[src/rtl/arincTxPkg.sv]
package arincTxPkg;
  typedef struct packed {
    logic wrLow;
    logic wrHigh;
    logic capture;
    logic shift;
  } txStrobes_t;

  typedef enum logic [1:0] {
    ST_IDLE = 2'd0,
    ST_SEND = 2'd1,
    ST_GAP  = 2'd2
  } txState_t;
endpackage

[src/rtl/arincTxDatapath.sv]
module arincTxDatapath
  import arincTxPkg::*;
#(
  parameter int HALF_W = 16,
  parameter int WORD_W = 32,
  parameter int SHORT_W = 25
) (
  input  logic              clk,
  input  logic              rst_n,
  input  logic [HALF_W-1:0] busData,
  input  txStrobes_t        strb,
  input  logic              parityEven,
  input  logic              shortWord,
  output logic              curBit
);
  localparam int LABEL_W = 8;
  localparam int MID_LO  = 13;

  logic [HALF_W-1:0] lowHalf, highHalf;
  logic [WORD_W-1:0] rebuilt, loadVal, shiftReg;
  logic longPar, shortPar;

  always_ff @(posedge clk or negedge rst_n) begin
    if (!rst_n) begin
      lowHalf  <= '0;
      highHalf <= '0;
    end else begin
      if (strb.wrLow)  lowHalf  <= busData;
      if (strb.wrHigh) highHalf <= busData;
    end
  end

  // label bits are reversed on the bus
  for (genvar i = 0; i < LABEL_W; i++) begin : g_label
    assign rebuilt[i] = lowHalf[LABEL_W-1-i];
  end

  assign rebuilt[8]  = lowHalf[11];
  assign rebuilt[9]  = lowHalf[12];
  assign rebuilt[10] = lowHalf[13];
  assign rebuilt[11] = lowHalf[14];
  assign rebuilt[12] = lowHalf[15];
  assign rebuilt[MID_LO+HALF_W-1:MID_LO] = highHalf;
  assign rebuilt[29] = lowHalf[9];
  assign rebuilt[30] = lowHalf[10];
  assign rebuilt[31] = 1'b0;

  always_comb begin
    longPar  = ~(^rebuilt[WORD_W-2:0]) ^ parityEven;
    shortPar = ~(^rebuilt[SHORT_W-2:0]) ^ parityEven;
    if (shortWord)
      loadVal = {{(WORD_W-SHORT_W){1'b0}}, shortPar, rebuilt[SHORT_W-2:0]};
    else
      loadVal = {longPar, rebuilt[WORD_W-2:0]};
  end

  always_ff @(posedge clk or negedge rst_n) begin
    if (!rst_n)
      shiftReg <= '0;
    else if (strb.capture)
      shiftReg <= loadVal;
    else if (strb.shift)
      shiftReg <= {1'b0, shiftReg[WORD_W-1:1]};
  end

  assign curBit = shiftReg[0];
endmodule

[src/rtl/arincTxControl.sv]
module arincTxControl
  import arincTxPkg::*;
#(
  parameter int FAST_DIV = 10,
  parameter int SLOW_DIV = 80,
  parameter int GAP_BITS = 4,
  parameter int WORD_W = 32,
  parameter int SHORT_W = 25
) (
  input  logic       clk,
  input  logic       rst_n,
  input  logic       loadLow,
  input  logic       loadHigh,
  input  logic       startTx,
  input  logic       rateSlow,
  input  logic       shortWord,
  output txStrobes_t strb,
  output logic       sending,
  output logic       firstHalf,
  output logic       txReady
);
  localparam int CNT_W = $clog2(SLOW_DIV + 1);
  localparam int BIT_W = $clog2(WORD_W + GAP_BITS + 1);

  txState_t state;
  logic [CNT_W-1:0] cellCnt, cellLen;
  logic [BIT_W-1:0] bitCnt, lastIdx;
  logic slowLat, shortLat, idle, cellEnd, lastCell;

  assign idle    = (state == ST_IDLE);
  assign cellLen = slowLat ? CNT_W'(SLOW_DIV) : CNT_W'(FAST_DIV);
  assign cellEnd = (cellCnt == cellLen - 1'b1);
  always_comb begin
    if (state == ST_SEND)
      lastIdx = shortLat ? BIT_W'(SHORT_W - 1) : BIT_W'(WORD_W - 1);
    else
      lastIdx = BIT_W'(GAP_BITS - 1);
  end
  assign lastCell = (bitCnt == lastIdx);

  always_ff @(posedge clk or negedge rst_n) begin
    if (!rst_n) begin
      state    <= ST_IDLE;
      cellCnt  <= '0;
      bitCnt   <= '0;
      slowLat  <= 1'b0;
      shortLat <= 1'b0;
    end else begin
      case (state)
        ST_IDLE: begin
          if (startTx) begin
            state    <= ST_SEND;
            cellCnt  <= '0;
            bitCnt   <= '0;
            slowLat  <= rateSlow;
            shortLat <= shortWord;
          end
        end
        default: begin
          if (cellEnd) begin
            cellCnt <= '0;
            if (lastCell) begin
              bitCnt <= '0;
              state  <= (state == ST_SEND) ? ST_GAP : ST_IDLE;
            end else begin
              bitCnt <= bitCnt + 1'b1;
            end
          end else begin
            cellCnt <= cellCnt + 1'b1;
          end
        end
      endcase
    end
  end

  always_comb begin
    strb.wrLow   = idle && loadLow;
    strb.wrHigh  = idle && loadHigh;
    strb.capture = idle && startTx;
    strb.shift   = (state == ST_SEND) && cellEnd;
  end

  assign sending   = (state == ST_SEND);
  assign firstHalf = (cellCnt < (cellLen >> 1));
  assign txReady   = idle;
endmodule

[src/rtl/arincTx.sv]
module arincTx
  import arincTxPkg::*;
#(
  parameter int FAST_DIV = 10,
  parameter int SLOW_DIV = 80,
  parameter int GAP_BITS = 4
) (
  input  logic        clk,
  input  logic        rst_n,
  input  logic [15:0] busData,
  input  logic        loadLow,
  input  logic        loadHigh,
  input  logic        startTx,
  input  logic        rateSlow,
  input  logic        parityEven,
  input  logic        shortWord,
  output logic        txReady,
  output logic        lineHi,
  output logic        lineLo
);
  txStrobes_t strb;
  logic curBit, sending, firstHalf, drive;

  arincTxControl #(
    .FAST_DIV(FAST_DIV), .SLOW_DIV(SLOW_DIV), .GAP_BITS(GAP_BITS),
    .WORD_W(32), .SHORT_W(25)
  ) u_ctl (
    .clk(clk), .rst_n(rst_n), .loadLow(loadLow), .loadHigh(loadHigh),
    .startTx(startTx), .rateSlow(rateSlow), .shortWord(shortWord),
    .strb(strb), .sending(sending), .firstHalf(firstHalf), .txReady(txReady)
  );

  arincTxDatapath #(.HALF_W(16), .WORD_W(32), .SHORT_W(25)) u_dp (
    .clk(clk), .rst_n(rst_n), .busData(busData), .strb(strb),
    .parityEven(parityEven), .shortWord(shortWord), .curBit(curBit)
  );

  assign drive  = sending && firstHalf;
  assign lineHi = drive && curBit;
  assign lineLo = drive && !curBit;
endmodule

[config.mk]
export PLATFORM = sky130hd
export DESIGN_NAME = arincTx
export DESIGN_NICKNAME = d
export VERILOG_FILES = /design/src/rtl/arincTxPkg.sv /design/src/rtl/arincTxDatapath.sv /design/src/rtl/arincTxControl.sv /design/src/rtl/arincTx.sv
export SDC_FILE = /design/constraint.sdc
export NUM_CORES = 1
export LEC_CHECK = 0
export BUFFER_PORTS_ARGS = -buffer_cell sky130_fd_sc_hd__buf_2
export CAP_MARGIN = 20
export CORE_ASPECT_RATIO = 1.4
export CORE_MARGIN = 2
export CORE_UTILIZATION = 35
export CTS_BUF_LIST = sky130_fd_sc_hd__clkbuf_16
export CTS_CLUSTER_SIZE = 28
export DETAILED_ROUTE_END_ITERATION = 16
export GPL_TIMING_DRIVEN = 0
export PLACE_DENSITY = 0.61
export SLEW_MARGIN = 0
export SYNTH_ARGS = -nofsm -noshare
export SYNTH_HDL_FRONTEND = slang
export SYNTH_SLANG_ARGS = --single-unit
[constraint.sdc]
create_clock -name clk -period 3.43 [get_ports clk]
set_input_delay 0.686 -clock clk [delete_from_list [all_inputs] [get_ports clk]]
set_output_delay 0.686 -clock clk [all_outputs]
set_load 0.02 [all_outputs]
-- Word level (Yosys, flattened, before mapping)
Cells that the tools add are included.
- bits in registers: 81
- bits of input ports: 24
- output and inout port bits: 3
- $add $sub $neg: 3
- $lt $le $gt $ge: 1
- equal/unequal tests: 4
- multiplexer cells: 18
- bitwise logic cells: 4
- reduce and logical (&&, ||, !) cells: 17
- operators by type and width (cell ; number):
    32-bit two-way mux ; 3
    31-bit parity ; 1
    6-bit two-way mux ; 5
    7-bit two-way mux ; 4
    24-bit parity ; 1
    2-bit two-way mux ; 5
    7-bit by 1-bit adder with 7-bit output, second input constant ; 1
    7-bit equality test ; 1
    1-bit logical AND ; 7
    7-bit by 6-bit less-than comparator with 1-bit output ; 1
    7-bit by 1-bit subtractor with 7-bit output, second input constant ; 1
    6-bit by 1-bit adder with 6-bit output, second input constant ; 1
    6-bit equality test ; 1
    2-bit nonzero test ; 3
    2-bit AND reduction ; 2
    3-bit two-way mux ; 1
    3-bit AND reduction ; 1
    2-bit by 1-bit equality test with 1-bit output, second input constant ; 1
    2-bit zero test ; 1
    2-bit != test, second input constant ; 1
    1-bit inverter ; 2
    1-bit bitwise XOR ; 2
    1-bit zero test ; 1

-- Longest topological paths before layout
Gate-level depths: netlist of run 1.
- depth in word-level cells: 6
- depth in mapped cells: 6
- mapped depth without buffers: 6

-- Cells and area by module
From an unflattened synthesis of run 1, not the netlist that was laid out.
- cell total of the unflattened synthesis: 349
- area total of the unflattened synthesis: 3992.6 sq um
- modules (own cells, without submodules) (module ; instances ; cells each ; area each (sq um) ; sequential area each (sq um)):
    arincTxDatapath ; 1 ; 234 ; 2896.5 ; 1576.5
    arincTxControl ; 1 ; 113 ; 1079.8 ; 425.4
    arincTx ; 1 ; 2 ; 16.3 ; 0.0

-- Least setup slack after synthesis of run 1
Ideal clock, no wire load.
- path kind: flip-flop to output port
- start: register u_ctl.slowLat
- end: output port lineHi
- arrival time: 1.649 ns
- required time: 2.744 ns
- path slack: 1.095 ns
- stages on the path, launching flop included: 6
- path through: dfrtp_1 ha_1 o31a_2 o21ai_0 nand2_1 a211oi_1
- longest elaborated chain between the ends: 4
- RTL lines (element ; RTL line ; RTL):
    start, declared ; arincTxControl.sv:28 ; logic slowLat, shortLat, idle, cellEnd, lastCell;
    start signal, assigned ; arincTxControl.sv:55 ; slowLat <= rateSlow;
    7-bit two-way mux ; arincTxControl.sv:31 ; assign cellLen = slowLat ? CNT_W'(SLOW_DIV) : CNT_W'(FAST_DIV);
    7-bit by 6-bit less-than comparator with 1-bit output ; arincTxControl.sv:84 ; assign firstHalf = (cellCnt < (cellLen >> 1));
    1-bit logical AND ; arincTx.sv:38 ; assign drive = sending && firstHalf;
    1-bit logical AND ; arincTx.sv:39 ; assign lineHi = drive && curBit;
    end, declared ; arincTx.sv:18 ; output logic lineHi,
Every way passes these cells.

-- Worst setup path after layout of run 1
Same ends and word-level chain as after synthesis.

==> out/metrics.cfg, run 1 <==
[route]
drt-total-wl_mm = 8.21
wl_per_cell_um = 15.5
drt_first_iter_violations = 102
route.detailed.vias_per_inst = 5.07
detailed_route_via_count = 2678
detail-route-antenna-nets = 0
drt_drc_violations_left = 0
dr.pass1.iters = 5

[job]
maxCapViolCount = 0

[placement]
dp_cells = 511
place.gp.congestion = 0.751
port_buffers = 26
dp_hpwl_mm = 6.00
placement.setup.worst_slack_ns = 0.870

[worst_setup_path]
launch_point_of_the_worst_path = u_ctl.slowLat
critical_path.startpoint_type = register
regToRegSetupSlack_ns = 1.04
setup.worst_path.class = reg -> out
worstSetupEndpointType = output pin
cp_max_fo = 5
reg2reg_start = u_ctl.state[1]
cp_data_required_time_ns = 2.74
cp_data_arrival_time_ns = 1.95

[power]
vdd_drop_max_mv = 0.676
report.power.total_w = 0.00501
power_per_cell_area_nw_per_um2 = 1090
power.leakage_nw = 2.12

[synthesis]
asyncSetResetFlopFracSynth = 1.00
synth_edf_count = 0
multiplexer_share_of_the_synthesized_area = 0.171
synthFlopType = dfrtp_1
synth_xor_area_frac = 0.0716
synth_compound_area_frac = 0.104
synth_seq_area_share = 0.509
net_count_synth = 372
post_synth.cell_area_avg_um2 = 11.5
synth_simple_gate_area_frac = 0.106
synth_warnings = 0
synth-adder-area-share = 0.0159
synth-seq-cells = 80
number_of_distinct_library_cells_after_synthesis = 43
postSynthCellCount = 343
largest_family_of_logic_cells_by_synthesized_area = multiplexers
syn-cell-area_um2 = 3930

[global_routing]
grt_max_degree = 52
global_route.usage.total = 0.150
grt_antenna_before_repair = 0
global_route.overflow_total = 0
grt_pass1_wl_mm = 14.0
via_count_of_the_first_global_routing_pass = 2839

[final_layout]
final_layout_size_suffix_gt1_frac = 0.235
fill_cells = 1083
final_cells = 528
layout-area-overhead-vs-synth_pct = 16.8
design.final.nets = 411
sequential_cell_area_um2 = 2000
final_common_cell = dfrtp_1
multi_input_comb_area_um2 = 1840
layout_common_cells = 80 x dfrtp_1, 46 x o21ai_0, 38 x nand2_1, 31 x mux2_2, 31 x mux2i_1
antennaDiodeCount = 0

[timing]
finalMaxSlewViolations = 0
max_clock_freq_ghz = 0.380
timing.final.hold_violations = 0
fin_setup_tns_ns = 0
worst_slew_pin_slew_ns = 0.675
finalWorstPathRequiredPeriod_ns = 2.63
timing.max_slew.rel_slack = 0.548
final-setup-viol-count = 0
clock-skew-final_ns = 0.00877
fin_ws_ns = 0.798
grt_setup_unrepaired = no
post-route-period-util = 0.767

[cts]
cts_buf_count = 9
worst_setup_hold_path_clk_slew_ns = 0.06
clock-sinks = 80
cts_root_buf = clkbuf_16
worst_skew_pair.late_latency_ns = 0.34
tritoncts = yes
number_of_hold_repair_buffers_added_at_the_cts_stage = 0
max_h_tree_level = 3
cts.repair_timing.setup_buffer_count = 0
cts_resized = 0
clk_path_buf_depth = 2

[floorplanning]
die_area_um2 = 12100
initial_utilization = 0.360
num_rows = 45
overall_die_height_um = 129
core_region_area_um2 = 10900
design.portCount = 27
die_span_in_x_um = 93.6

[min_path]
hp-class = in -> async

[outcome]
run_status = finished, final reports clean

==> Yosys cell counts (2+ instances only) <==
cell,instances,share of area
xnor3_1,2,0.011
nor3_1,4,0.0051
nand2_2,2,0.0032
nand3b_1,7,0.013
and2_1,3,0.0048
nor2_1,6,0.0057
o21bai_1,2,0.0038
dfrtp_1,80,0.51
buf_2,2,0.0025
o21ai_0,46,0.059
xnor2_1,24,0.053
clkbuf_1,9,0.0086
nand2_1,38,0.036
nand3_1,6,0.0076
o31ai_1,4,0.0076
and3_1,3,0.0048
mux2i_1,31,0.079
nor2b_1,2,0.0032
buf_6,3,0.0086
xor2_1,3,0.0067
a22o_1,3,0.0067
inv_1,3,0.0029
mux2_2,31,0.089
a21oi_1,4,0.0051
a211oi_1,2,0.0038
and2_2,2,0.0038
ha_1,5,0.016
==> per-layer routing <==
metal,GRT usage,up-vias,wire length [µm]
met5,0,-,0
li1,-,1299,-
met1,0.172,1331,3360
met4,0.0708,0,188
met3,0.0250,11,177
met2,0.271,37,4490
==> path summary, 6_finish.rpt <==
kind,to,depth (start not counted)
max,lineHi,6
min in group clk,u_dp.shiftReg[31],2
max in group asynchronous,u_dp.lowHalf[5],2
max reg2reg,u_dp.highHalf[14],5
min,u_dp.shiftReg[12],1
min reg2reg,u_dp.shiftReg[31],2
==> report_power, final <==
group / internal (W) / switching (W) / total, W
Clock: 0.000637 / 0.000388 / 0.00102
Combinational: 0.00122 / 0.00100 / 0.00223
Sequential: 0.00137 / 0.000387 / 0.00176
Total: 0.00323 / 0.00178 / 0.00501
==> area by class of cell <==
class,count,share of cell area
multi-input cells,246,0.401
flip-flops and latches,80,0.436
plain buffers,14,0.0169
repair buffers,28,0.0359
inverters,3,0.00245
well taps,141,0.0384
clock buffers,9,0.0490
clock inverters,7,0.0207
==> sequential cells by signal (all words and copies together) (netlist names) <==
signal,cells
u_ctl.bitCnt,6
u_ctl.cellCnt,7
u_ctl.shortLat,1
u_ctl.slowLat,1
u_ctl.state,2
u_dp.highHalf,16
u_dp.lowHalf,15
u_dp.shiftReg,32
==> worst max-delay path, stage by stage (launching register included) <==
cell and delay, ns:
dfrtp_1 0.43, ha_1 0.36, o31a_2 0.14, o21ai_0 0.16, nand2_1 0.09, a211oi_1 0.23
buf_2 0.20
==> per-stage QoR <==
step | hold slack (ns) | instance area (µm²) | util
6_report | 0.291 | 4590 | 0.421
5_1_grt | 0.312 | 4590 | 0.421
4_1_cts | 0.291 | 4590 | 0.420
3_5_place_dp | 0.505 | 4270 | 0.391
3_3_place_gp | 0.488 | 4240 | 0.388
2_1_floorplan | 0.390 | 3930 | -
==> kinds of logic after synthesis <==
logic type,count (synthesis)
and+or+nand+nor,82
DFF,80
AOI/OAI and AO/OA,67
muxes,63
xor gates and xnor gates,29
buffers and inverters,17
adders and majority gates,5
No activity file was read; power rests on OpenSTA's default activity.
==> run 2, diff against run 1 <==
--- a/config.mk
+++ b/config.mk
@@ -5,6 +5,7 @@
 export SDC_FILE = /design/constraint.sdc
 export NUM_CORES = 1
 export LEC_CHECK = 0
+export ABC_AREA = 1
 export BUFFER_PORTS_ARGS = -buffer_cell sky130_fd_sc_hd__buf_2
 export CAP_MARGIN = 20
 export CORE_ASPECT_RATIO = 1.4
@@ -14,7 +15,7 @@
 export CTS_CLUSTER_SIZE = 28
 export DETAILED_ROUTE_END_ITERATION = 16
 export GPL_TIMING_DRIVEN = 0
-export PLACE_DENSITY = 0.61
+export PLACE_DENSITY = 0.63
 export SLEW_MARGIN = 0
 export SYNTH_ARGS = -nofsm -noshare
 export SYNTH_HDL_FRONTEND = slang
==> constraint.sdc (replaced) <==
create_clock -name clk -period 2.1 [get_ports clk]
set_input_delay 0.42 -clock clk [delete_from_list [all_inputs] [get_ports clk]]
set_output_delay 0.42 -clock clk [all_outputs]
set_load 0.02 [all_outputs]
==> run 2 against run 1 <==
The flow now finishes with violations (setup timing). Register-to-register slack lost 0.85 ns. Clock-buffer cell count is the same. Via count grew 38%. Sequential share of layout area shrank 4.6 points. Sequential power grew 30%. Clock skew shrank 0.0015 ns. Core utilization shrank 0.079 points. Critical path depth grew 1. Non-clock buffer count grew 6. Critical path type unchanged. Critical endpoint is now lineLo.
==> out/metrics.cfg, run 2 <==
[cts]
clock-sinks = 80  ; unchanged
cts_buf_count = 9  ; unchanged
max_h_tree_level = 3  ; unchanged
clk_path_buf_depth = 2  ; unchanged
number_of_hold_repair_buffers_added_at_the_cts_stage = 0  ; unchanged
cts_root_buf = clkbuf_16  ; unchanged
worst_setup_hold_path_clk_slew_ns = 0.06  ; about the same
worst_skew_pair.late_latency_ns = 0.34  ; about the same
tritoncts = yes  ; unchanged

[route]
wl_per_cell_um = 13.2  ; was 15.5 µm
dr.pass1.iters = 4  ; was 5
drt_first_iter_violations = 177  ; was 102
route.detailed.vias_per_inst = 4.82  ; was 5.07
detailed_route_via_count = 3685  ; was 2678
drt_drc_violations_left = 0  ; unchanged
drt-total-wl_mm = 10.1  ; was 8.21 mm
detail-route-antenna-nets = 0  ; unchanged

[worst_setup_path]
critical_path.startpoint_type = register  ; unchanged
cp_max_fo = 3  ; was 5
critical_path_buf_inv_count = 2  ; was 1
worstSetupEndpointType = output pin  ; unchanged
timing.critical_path.slowest_cell_delay_ns = 0.45  ; was 0.43 ns
cpLargestDelayFamily = compound AO/OA/AOI/OAI gates  ; unchanged
critical_path.slowest_cell = dfrtp_2  ; was dfrtp_1
critical_path.cell_chain = ha_4 -> inv_2 -> o21bai_1 -> a211oi_2 -> o21ai_2 -> nor2_2 -> buf_6  ; was ha_1 -> o31a_2 -> o21ai_0 -> nand2_1 -> a211oi_1 -> buf_2
setup.worst_path.class = reg -> out  ; unchanged
cp_data_required_time_ns = 1.68  ; was 2.74 ns
cp_data_arrival_time_ns = 1.77  ; was 1.95 ns

[floorplanning]
num_rows = 48  ; was 45
die_area_um2 = 13400  ; was 12100 µm²
die_span_in_x_um = 98.5  ; was 93.6 µm
core_region_area_um2 = 12300  ; was 10900 µm²
initial_utilization = 0.357  ; was 0.360
overall_die_height_um = 136  ; was 129 µm
design.portCount = 27  ; unchanged

[final_layout]
final_common_cell = nand2_1  ; was dfrtp_1
final_layout_size_suffix_gt1_frac = 0.156  ; was 0.235
layout_common_cells = 217 x nand2_1, 78 x dfrtp_1, 62 x inv_1, 41 x o21ai_0, 35 x nor2_1  ; was 80 x dfrtp_1, 46 x o21ai_0, 38 x nand2_1, 31 x mux2_2, 31 x mux2i_1
layout-area-overhead-vs-synth_pct = 17.5  ; was 16.8%
fill_cells = 1270  ; was 1083
largest_registers = u_dp.shiftReg: 32 flops, u_dp.highHalf: 16 flops, u_dp.lowHalf: 15 flops  ; unchanged
antennaDiodeCount = 0  ; unchanged
final_cells = 764  ; was 528
finalCoreUtilization = 0.420  ; was 0.421
design.final.nets = 638  ; was 411
largest_reg_flops = 32  ; unchanged
max_flop_register = u_dp.shiftReg  ; unchanged

[placement]
placement.setup.worst_slack_ns = 0.0629  ; was 0.870 ns
place.gp.congestion = 0.788  ; was 0.751
port_buffers = 26  ; unchanged
dp_cells = 745  ; was 511
dp_hpwl_mm = 7.55  ; was 6.00 mm

[global_routing]
met3_usage = 0.0365  ; was 0.0250
global_route.overflow_total = 0  ; unchanged
grt_pass1_wl_mm = 17.7  ; was 14.0 mm
grt_antenna_before_repair = 0  ; unchanged
grt_max_degree = 46  ; was 52
via_count_of_the_first_global_routing_pass = 3802  ; was 2839
global_route.peak_usage_layer = met2  ; unchanged
globalRouteMet2Util = 0.288  ; was 0.271
met1_track_usage_gr = 0.194  ; was 0.172
global_route.usage.total = 0.164  ; was 0.150

[synthesis]
synth_warnings = 0  ; unchanged
synth-seq-cells = 80  ; unchanged
synth_seq_area_share = 0.457  ; was 0.509
netlist_top_cells_area = dfrtp_1 46%, nand2_1 19%, inv_1 5.5%  ; was dfrtp_1 51%, mux2_2 8.9%, mux2i_1 7.9%
asyncSetResetFlopFracSynth = 1.00  ; unchanged
yosysTopAreaCell = dfrtp_1  ; unchanged
synth_edf_count = 0  ; unchanged
postSynthCellCount = 568  ; was 343
synth_top_area_share = 0.457  ; was 0.509
post_synth.cell_area_avg_um2 = 7.71  ; was 11.5 µm²
synthFlopType = dfrtp_1  ; unchanged
net_count_synth = 597  ; was 372
syn-cell-area_um2 = 4380  ; was 3930 µm²
yosys.cell_count.top_type = nand2_1  ; was dfrtp_1
post_synth_most_frequent_cells = 217 x nand2_1, 80 x dfrtp_1, 64 x inv_1  ; was 80 x dfrtp_1, 46 x o21ai_0, 38 x nand2_1
number_of_distinct_library_cells_after_synthesis = 37  ; was 43

[min_path]
hp-class = in -> async  ; unchanged

[timing]
worst_slew_pin_slew_ns = 0.528  ; was 0.675 ns
fin_ws_ns = -0.0869  ; was 0.798 ns
post-route-period-util = 1.04
timing.max_slew.rel_slack = 0.648  ; was 0.548
clock-skew-final_ns = 0.00727  ; was 0.00877 ns
fin_setup_tns_ns = -0.171  ; was 0 ns
final-setup-viol-count = 2  ; was 0
finalMaxSlewViolations = 0  ; unchanged
max_clock_freq_ghz = 0.457
timing.final.hold_violations = 0  ; unchanged
grt_setup_unrepaired = yes  ; was no
finalWorstPathRequiredPeriod_ns = 2.19

[power]
power_per_cell_area_nw_per_um2 = 1030  ; was 1090 nW/µm²
report.power.total_w = 0.00528  ; was 0.00501 W
power.leakage_nw = 2.53  ; was 2.12 nW
vdd_drop_max_mv = 0.366  ; was 0.676 mV

[outcome]
run_status = complete, but fails checks  ; was finished, final reports clean
failed_checks = setup timing

[job]
maxCapViolCount = 0  ; unchanged

run 2: cells by family after synthesis:
kind of cell / count (synthesis) / synth area share
AOI/OAI and AO/OA: 87 / 0.115
adders and majority gates: 5 / 0.0143
DFF: 80 / 0.457
xor gates and xnor gates: 12 / 0.0240
and+or+nand+nor: 297 / 0.290
buffers and inverters: 87 / 0.0986
run 2: repair_timing:
item                                    4_1_cts  5_1_grt
cloned                                        0        0
pin swaps                                     7        5
gates resized for setup                      11        6
buffers inserted                              3        0
endpoints found under the setup margin        2        2
hold endpoints to repair                      0        0
run 2: final cells by class:
class | count | area, µm² | area share
repair buffers | 30 | 199 | 0.0387
multi-input cells | 401 | 1970 | 0.384
plain buffers | 18 | 163 | 0.0316
flip-flops and latches | 80 | 2000 | 0.390
clock buffers | 9 | 225 | 0.0438
inverters | 69 | 272 | 0.0528
well taps | 150 | 188 | 0.0365
clock inverters | 7 | 119 | 0.0231
run 2: stage by stage:
stage               hold slack, ns  area (µm²)
floorplan                    0.124        4380
global placement             0.491        4690
detailed placement           0.425        4720
CTS                         0.0555        5130
global route                0.0728        5140
finish                      0.0475        5140
run 2: worst paths after layout:
check / startpoint / end / slack [ns] / cells past startpoint
max: u_ctl.slowLat / lineLo / -0.09 / 7
min: rst_n / u_ctl.cellCnt[1] / 0.05 / 1
max reg2reg: u_ctl.cellCnt[2] / u_ctl.state[0] / 0.19 / 12
min reg2reg: u_ctl.shortLat / u_ctl.shortLat / 0.51 / 2
max in group asynchronous: rst_n / u_dp.lowHalf[3] / 1.46 / 2
min in group clk: rateSlow / u_ctl.slowLat / 0.29 / 3
run 2: layer usage:
metal	share of wire	routed length [µm]	vias to the layer above
met5	0	0	-
met4	0.027	276	0
met3	0.035	357	18
met2	0.51	5130	83
met1	0.43	4300	1710
li1	-	-	1874
run 2: where the power goes:
group	switching, W	total [W]	internal, W
Sequential	0.000329	0.00229	0.00196
Clock	0.000635	0.00180	0.00116
Combinational	0.000635	0.00120	0.000561
==> run 3, diff against run 2 <==
--- a/config.mk
+++ b/config.mk
@@ -16,7 +16,9 @@
 export DETAILED_ROUTE_END_ITERATION = 16
 export GPL_TIMING_DRIVEN = 0
 export PLACE_DENSITY = 0.63
+export SETUP_SLACK_MARGIN = 0.15
 export SLEW_MARGIN = 0
 export SYNTH_ARGS = -nofsm -noshare
 export SYNTH_HDL_FRONTEND = slang
+export SYNTH_HIERARCHICAL = 1
 export SYNTH_SLANG_ARGS = --single-unit
==> constraint.sdc (replaced) <==
create_clock -name clk -period 2.1 [get_ports clk]
set_input_delay 0.42 -clock clk [delete_from_list [all_inputs] [get_ports clk]]
set_output_delay 0.42 -clock clk [all_outputs]
set_load 0.05 [all_outputs]
==> run 3 against run 2 <==
The run still ends with setup timing left. Clock skew rose by 0.0018 ns. Sequential share of layout area down 0.88 points. Maximum frequency decreased by 0.72%. Power increased by 64%. Flip-flop and latch count stayed put. Register-to-register slack about the same. Critical path type unchanged. Critical endpoint unchanged. Largest power group is now combinational logic.
==> out/metrics.cfg, run 3 <==
[synthesis]
synth_top_area_share = 0.461  ; was 0.457
synth_seq_area_share = 0.461  ; was 0.457
synth_warnings = 6  ; was 0
synth_edf_count = 0  ; unchanged
postSynthCellCount = 581  ; was 568
asyncSetResetFlopFracSynth = 1.00  ; unchanged
synthFlopType = dfrtp_1  ; unchanged
synth-seq-cells = 80  ; unchanged
post_synth.cell_area_avg_um2 = 7.48  ; was 7.71 µm²
netlist_top_cells_area = dfrtp_1 46%, nand2_1 16%, o21ai_0 6.8%  ; was dfrtp_1 46%, nand2_1 19%, inv_1 5.5%
number_of_distinct_library_cells_after_synthesis = 34  ; was 37
net_count_synth = 610  ; was 597
yosys.cell_count.top_type = nand2_1  ; unchanged
syn-cell-area_um2 = 4340  ; was 4380 µm²
yosysTopAreaCell = dfrtp_1  ; unchanged
post_synth_most_frequent_cells = 188 x nand2_1, 80 x dfrtp_1, 66 x inv_1  ; was 217 x nand2_1, 80 x dfrtp_1, 64 x inv_1

[worst_setup_path]
cp_max_fo = 2  ; was 3
critical_path.most_common_cell = nand2_1
cp_data_required_time_ns = 1.68  ; about the same
timing.critical_path.slowest_cell_delay_ns = 0.39  ; was 0.45 ns
cpLargestDelayFamily = flip-flops  ; was compound AO/OA/AOI/OAI gates
critical_path.startpoint_type = register  ; unchanged
worstSetupEndpointType = output pin  ; unchanged
critical_path.slowest_cell = dfrtp_1  ; was dfrtp_2
setup.worst_path.class = reg -> out  ; unchanged
critical_path.cell_chain = ha_1 -> inv_2 -> nor2_1 -> o21ai_1 -> nand2_1 -> a21oi_1 -> nand2_1 -> nor2_2 -> buf_6  ; was ha_4 -> inv_2 -> o21bai_1 -> a211oi_2 -> o21ai_2 -> nor2_2 -> buf_6
cp_data_arrival_time_ns = 1.78  ; was 1.77 ns
critical_path_buf_inv_count = 2  ; unchanged

[route]
wl_per_cell_um = 14.0  ; was 13.2 µm
drt_first_iter_violations = 196  ; was 177
drt_drc_violations_left = 0  ; unchanged
detail-route-antenna-nets = 0  ; unchanged
dr.pass1.iters = 4  ; unchanged
drt-total-wl_mm = 10.9  ; was 10.1 mm
detailed_route_via_count = 3911  ; was 3685
route.detailed.vias_per_inst = 4.99  ; was 4.82

[final_layout]
postLayoutCellArea_um2 = 5260  ; was 5140 µm²
max_flop_register = u_dp/shiftReg  ; was u_dp.shiftReg
largest_registers = u_dp/shiftReg: 32 flops, u_dp/highHalf: 16 flops, u_dp/lowHalf: 15 flops  ; was u_dp.shiftReg: 32 flops, u_dp.highHalf: 16 flops, u_dp.lowHalf: 15 flops
layout-area-overhead-vs-synth_pct = 21.0  ; was 17.5%
final_common_cell = nand2_1  ; unchanged
largest_reg_flops = 32  ; unchanged
layout_common_cells = 185 x nand2_1, 80 x dfrtp_1, 63 x inv_1, 45 x o21ai_0, 37 x nor2_1  ; was 217 x nand2_1, 78 x dfrtp_1, 62 x inv_1, 41 x o21ai_0, 35 x nor2_1
antennaDiodeCount = 0  ; unchanged
final_layout_size_suffix_gt1_frac = 0.191  ; was 0.156
design.final.nets = 658  ; was 638

[timing]
worst_slew_pin_slew_ns = 0.523  ; was 0.528 ns
timing.final.hold_violations = 0  ; unchanged
finalWorstPathRequiredPeriod_ns = 2.20  ; was 2.19 ns
fin_setup_tns_ns = -0.204  ; was -0.171 ns
post-route-period-util = 1.05  ; was 1.04
max_clock_freq_ghz = 0.454  ; was 0.457 GHz
timing.max_slew.rel_slack = 0.652  ; was 0.648
finalMaxSlewViolations = 0  ; unchanged
fin_ws_ns = -0.103  ; was -0.0869 ns
grt_setup_unrepaired = yes  ; unchanged
clock-skew-final_ns = 0.00910  ; was 0.00727 ns
final-setup-viol-count = 2  ; unchanged
whs_ns = 0.294  ; was 0.0475 ns

[min_path]
hp-class = in -> reg  ; was in -> async

[outcome]
failed_checks = setup timing  ; unchanged
run_status = complete, but fails checks  ; unchanged

[cts]
tritoncts = yes  ; unchanged
cts_buf_count = 9  ; unchanged
clk_path_buf_depth = 2  ; unchanged
max_h_tree_level = 3  ; unchanged
cts_root_buf = clkbuf_16  ; unchanged
worst_setup_hold_path_clk_slew_ns = 0.06  ; about the same
clock-sinks = 80  ; unchanged
worst_skew_pair.late_latency_ns = 0.33  ; was 0.34 ns

[global_routing]
grt_antenna_before_repair = 0  ; unchanged
via_count_of_the_first_global_routing_pass = 3795  ; was 3802
grt_max_degree = 61  ; was 46
global_route.usage.total = 0.166  ; was 0.164
grt_pass1_wl_mm = 17.9  ; was 17.7 mm
global_route.overflow_total = 0  ; unchanged

[power]
internal-power_w = 0.00479  ; was 0.00368 W
power.leakage_nw = 2.60  ; was 2.53 nW
combinationalPowerShare = 0.486  ; was 0.226
p_switching_w = 0.00387  ; was 0.00160 W
vdd_drop_max_mv = 0.768  ; was 0.366 mV
power_per_cell_area_nw_per_um2 = 1650  ; was 1030 nW/µm²
power_frac_clock = 0.177  ; was 0.340
seq_power_share = 0.337  ; was 0.433
p_sw_frac = 0.447  ; was 0.303

[job]
maxCapViolCount = 0  ; unchanged

[floorplanning]
core_region_area_um2 = 12300  ; unchanged
initial_utilization = 0.355  ; was 0.357
die_span_in_x_um = 98.2  ; was 98.5 µm
design.portCount = 27  ; unchanged
die_area_um2 = 13300  ; was 13400 µm²
num_rows = 48  ; unchanged
overall_die_height_um = 136  ; about the same

[placement]
place.gp.congestion = 0.831  ; was 0.788
dp_hpwl_mm = 7.71  ; was 7.55 mm
port_buffers = 26  ; unchanged
postPlaceCellArea_um2 = 4700  ; was 4720 µm²

[run 3: cell count changes in the layout (fill, tap and decap cells not counted), sizes merged, moves of 2 or more]
cell | previous run | this run
o21ai | 43 | 61
mux2 | 0 | 5
nand4 | 2 | 5
clkbuf | 17 | 22
bufinv | 3 | 1
a21oi | 6 | 27
nand2 | 221 | 197
o22ai | 3 | 8
nand3 | 17 | 23
a31oi | 29 | 1
inv | 70 | 73
xor2 | 7 | 12
clkinv | 2 | 5
[run 3: final cells by class]
class | instances | area, µm²
timing repair buffer | 37 | 269
clock buffer | 9 | 225
multi-input combinational | 411 | 2120
clock inverter | 7 | 61.3
buffer | 18 | 120
tap | 150 | 188
fill | 1267 | 7000
sequential | 80 | 2000
inverter | 72 | 273
[run 3: kinds of logic after synthesis]
family                     synth area share
AOI/OAI and AO/OA                     0.123
xor gates and xnor gates             0.0363
adders and majority gates            0.0144
buffers and inverters                0.0795
DFF                                   0.461
muxes                                0.0130
and+or+nand+nor                       0.273
[run 3: worst reg2reg max path, delay by kind of cell, from the launching register on]
family,cells,cell delay (ns)
AND/OR/NAND/NOR,6,0.48
AO/OA/AOI/OAI,1,0.09
buffers and inverters,5,0.59
flip-flops,1,0.39
adder cells (fa/ha/maj),1,0.31
[run 3: power groups by stage]
stage / Combinational (W) / Sequential (W) / Clock, W
final: 0.00421 / 0.00292 / 0.00154
after detailed placement: 0.00377 / 0.00289 / 0
after CTS: 0.00394 / 0.00286 / 0.00157
after floorplan: 0.00298 / 0.00273 / 0
after global routing: 0.00477 / 0.00301 / 0.00165
after global placement: 0.00361 / 0.00287 / 0
[run 3: per-layer routing]
metal  track usage  vias up  part of all wire
met5             0        -                 0
met4        0.0578        0             0.010
met3        0.0267       10             0.032
met2         0.306       79              0.53
met1         0.194     1888              0.43
li1              -     1934                 -
[run 3: timing repair]
action,CTS,global route
gates resized for setup,21,63
endpoints found under the hold margin,20,0
hold buffers,1,0
cloned,0,3
pin swaps,3,6
buffers inserted,5,1
endpoints found under the setup margin,31,46
[run 3: path summary, 6_finish.rpt]
| check | start | to | slack [ns] | cells past startpoint |
|---|---|---|---|---|
| max in group asynchronous | rst_n | u_dp/shiftReg[7] | 0.97 | 3 |
| max reg2reg | u_ctl/cellCnt[2] | u_dp/shiftReg[30] | 0.18 | 13 |
| min reg2reg | u_ctl/state[1] | u_ctl/state[1] | 0.49 | 2 |
| max | u_ctl/cellCnt[2] | lineLo | -0.10 | 9 |
| min in group asynchronous | rst_n | u_ctl/bitCnt[0] | 0.54 | 2 |
| min | rateSlow | u_ctl/slowLat | 0.29 | 3 |
[run 3: per-stage QoR]
stage | cells | total power [W] | utilization | setup slack (ns)
floorplan | 581 | 0.00572 | - | 0.0557
global placement | 757 | 0.00648 | 0.381 | -0.241
detailed placement | 758 | 0.00666 | 0.384 | -0.297
CTS | 780 | 0.00837 | 0.415 | -0.128
global route | 784 | 0.00943 | 0.429 | -0.270
finish | 784 | 0.00867 | 0.429 | -0.103
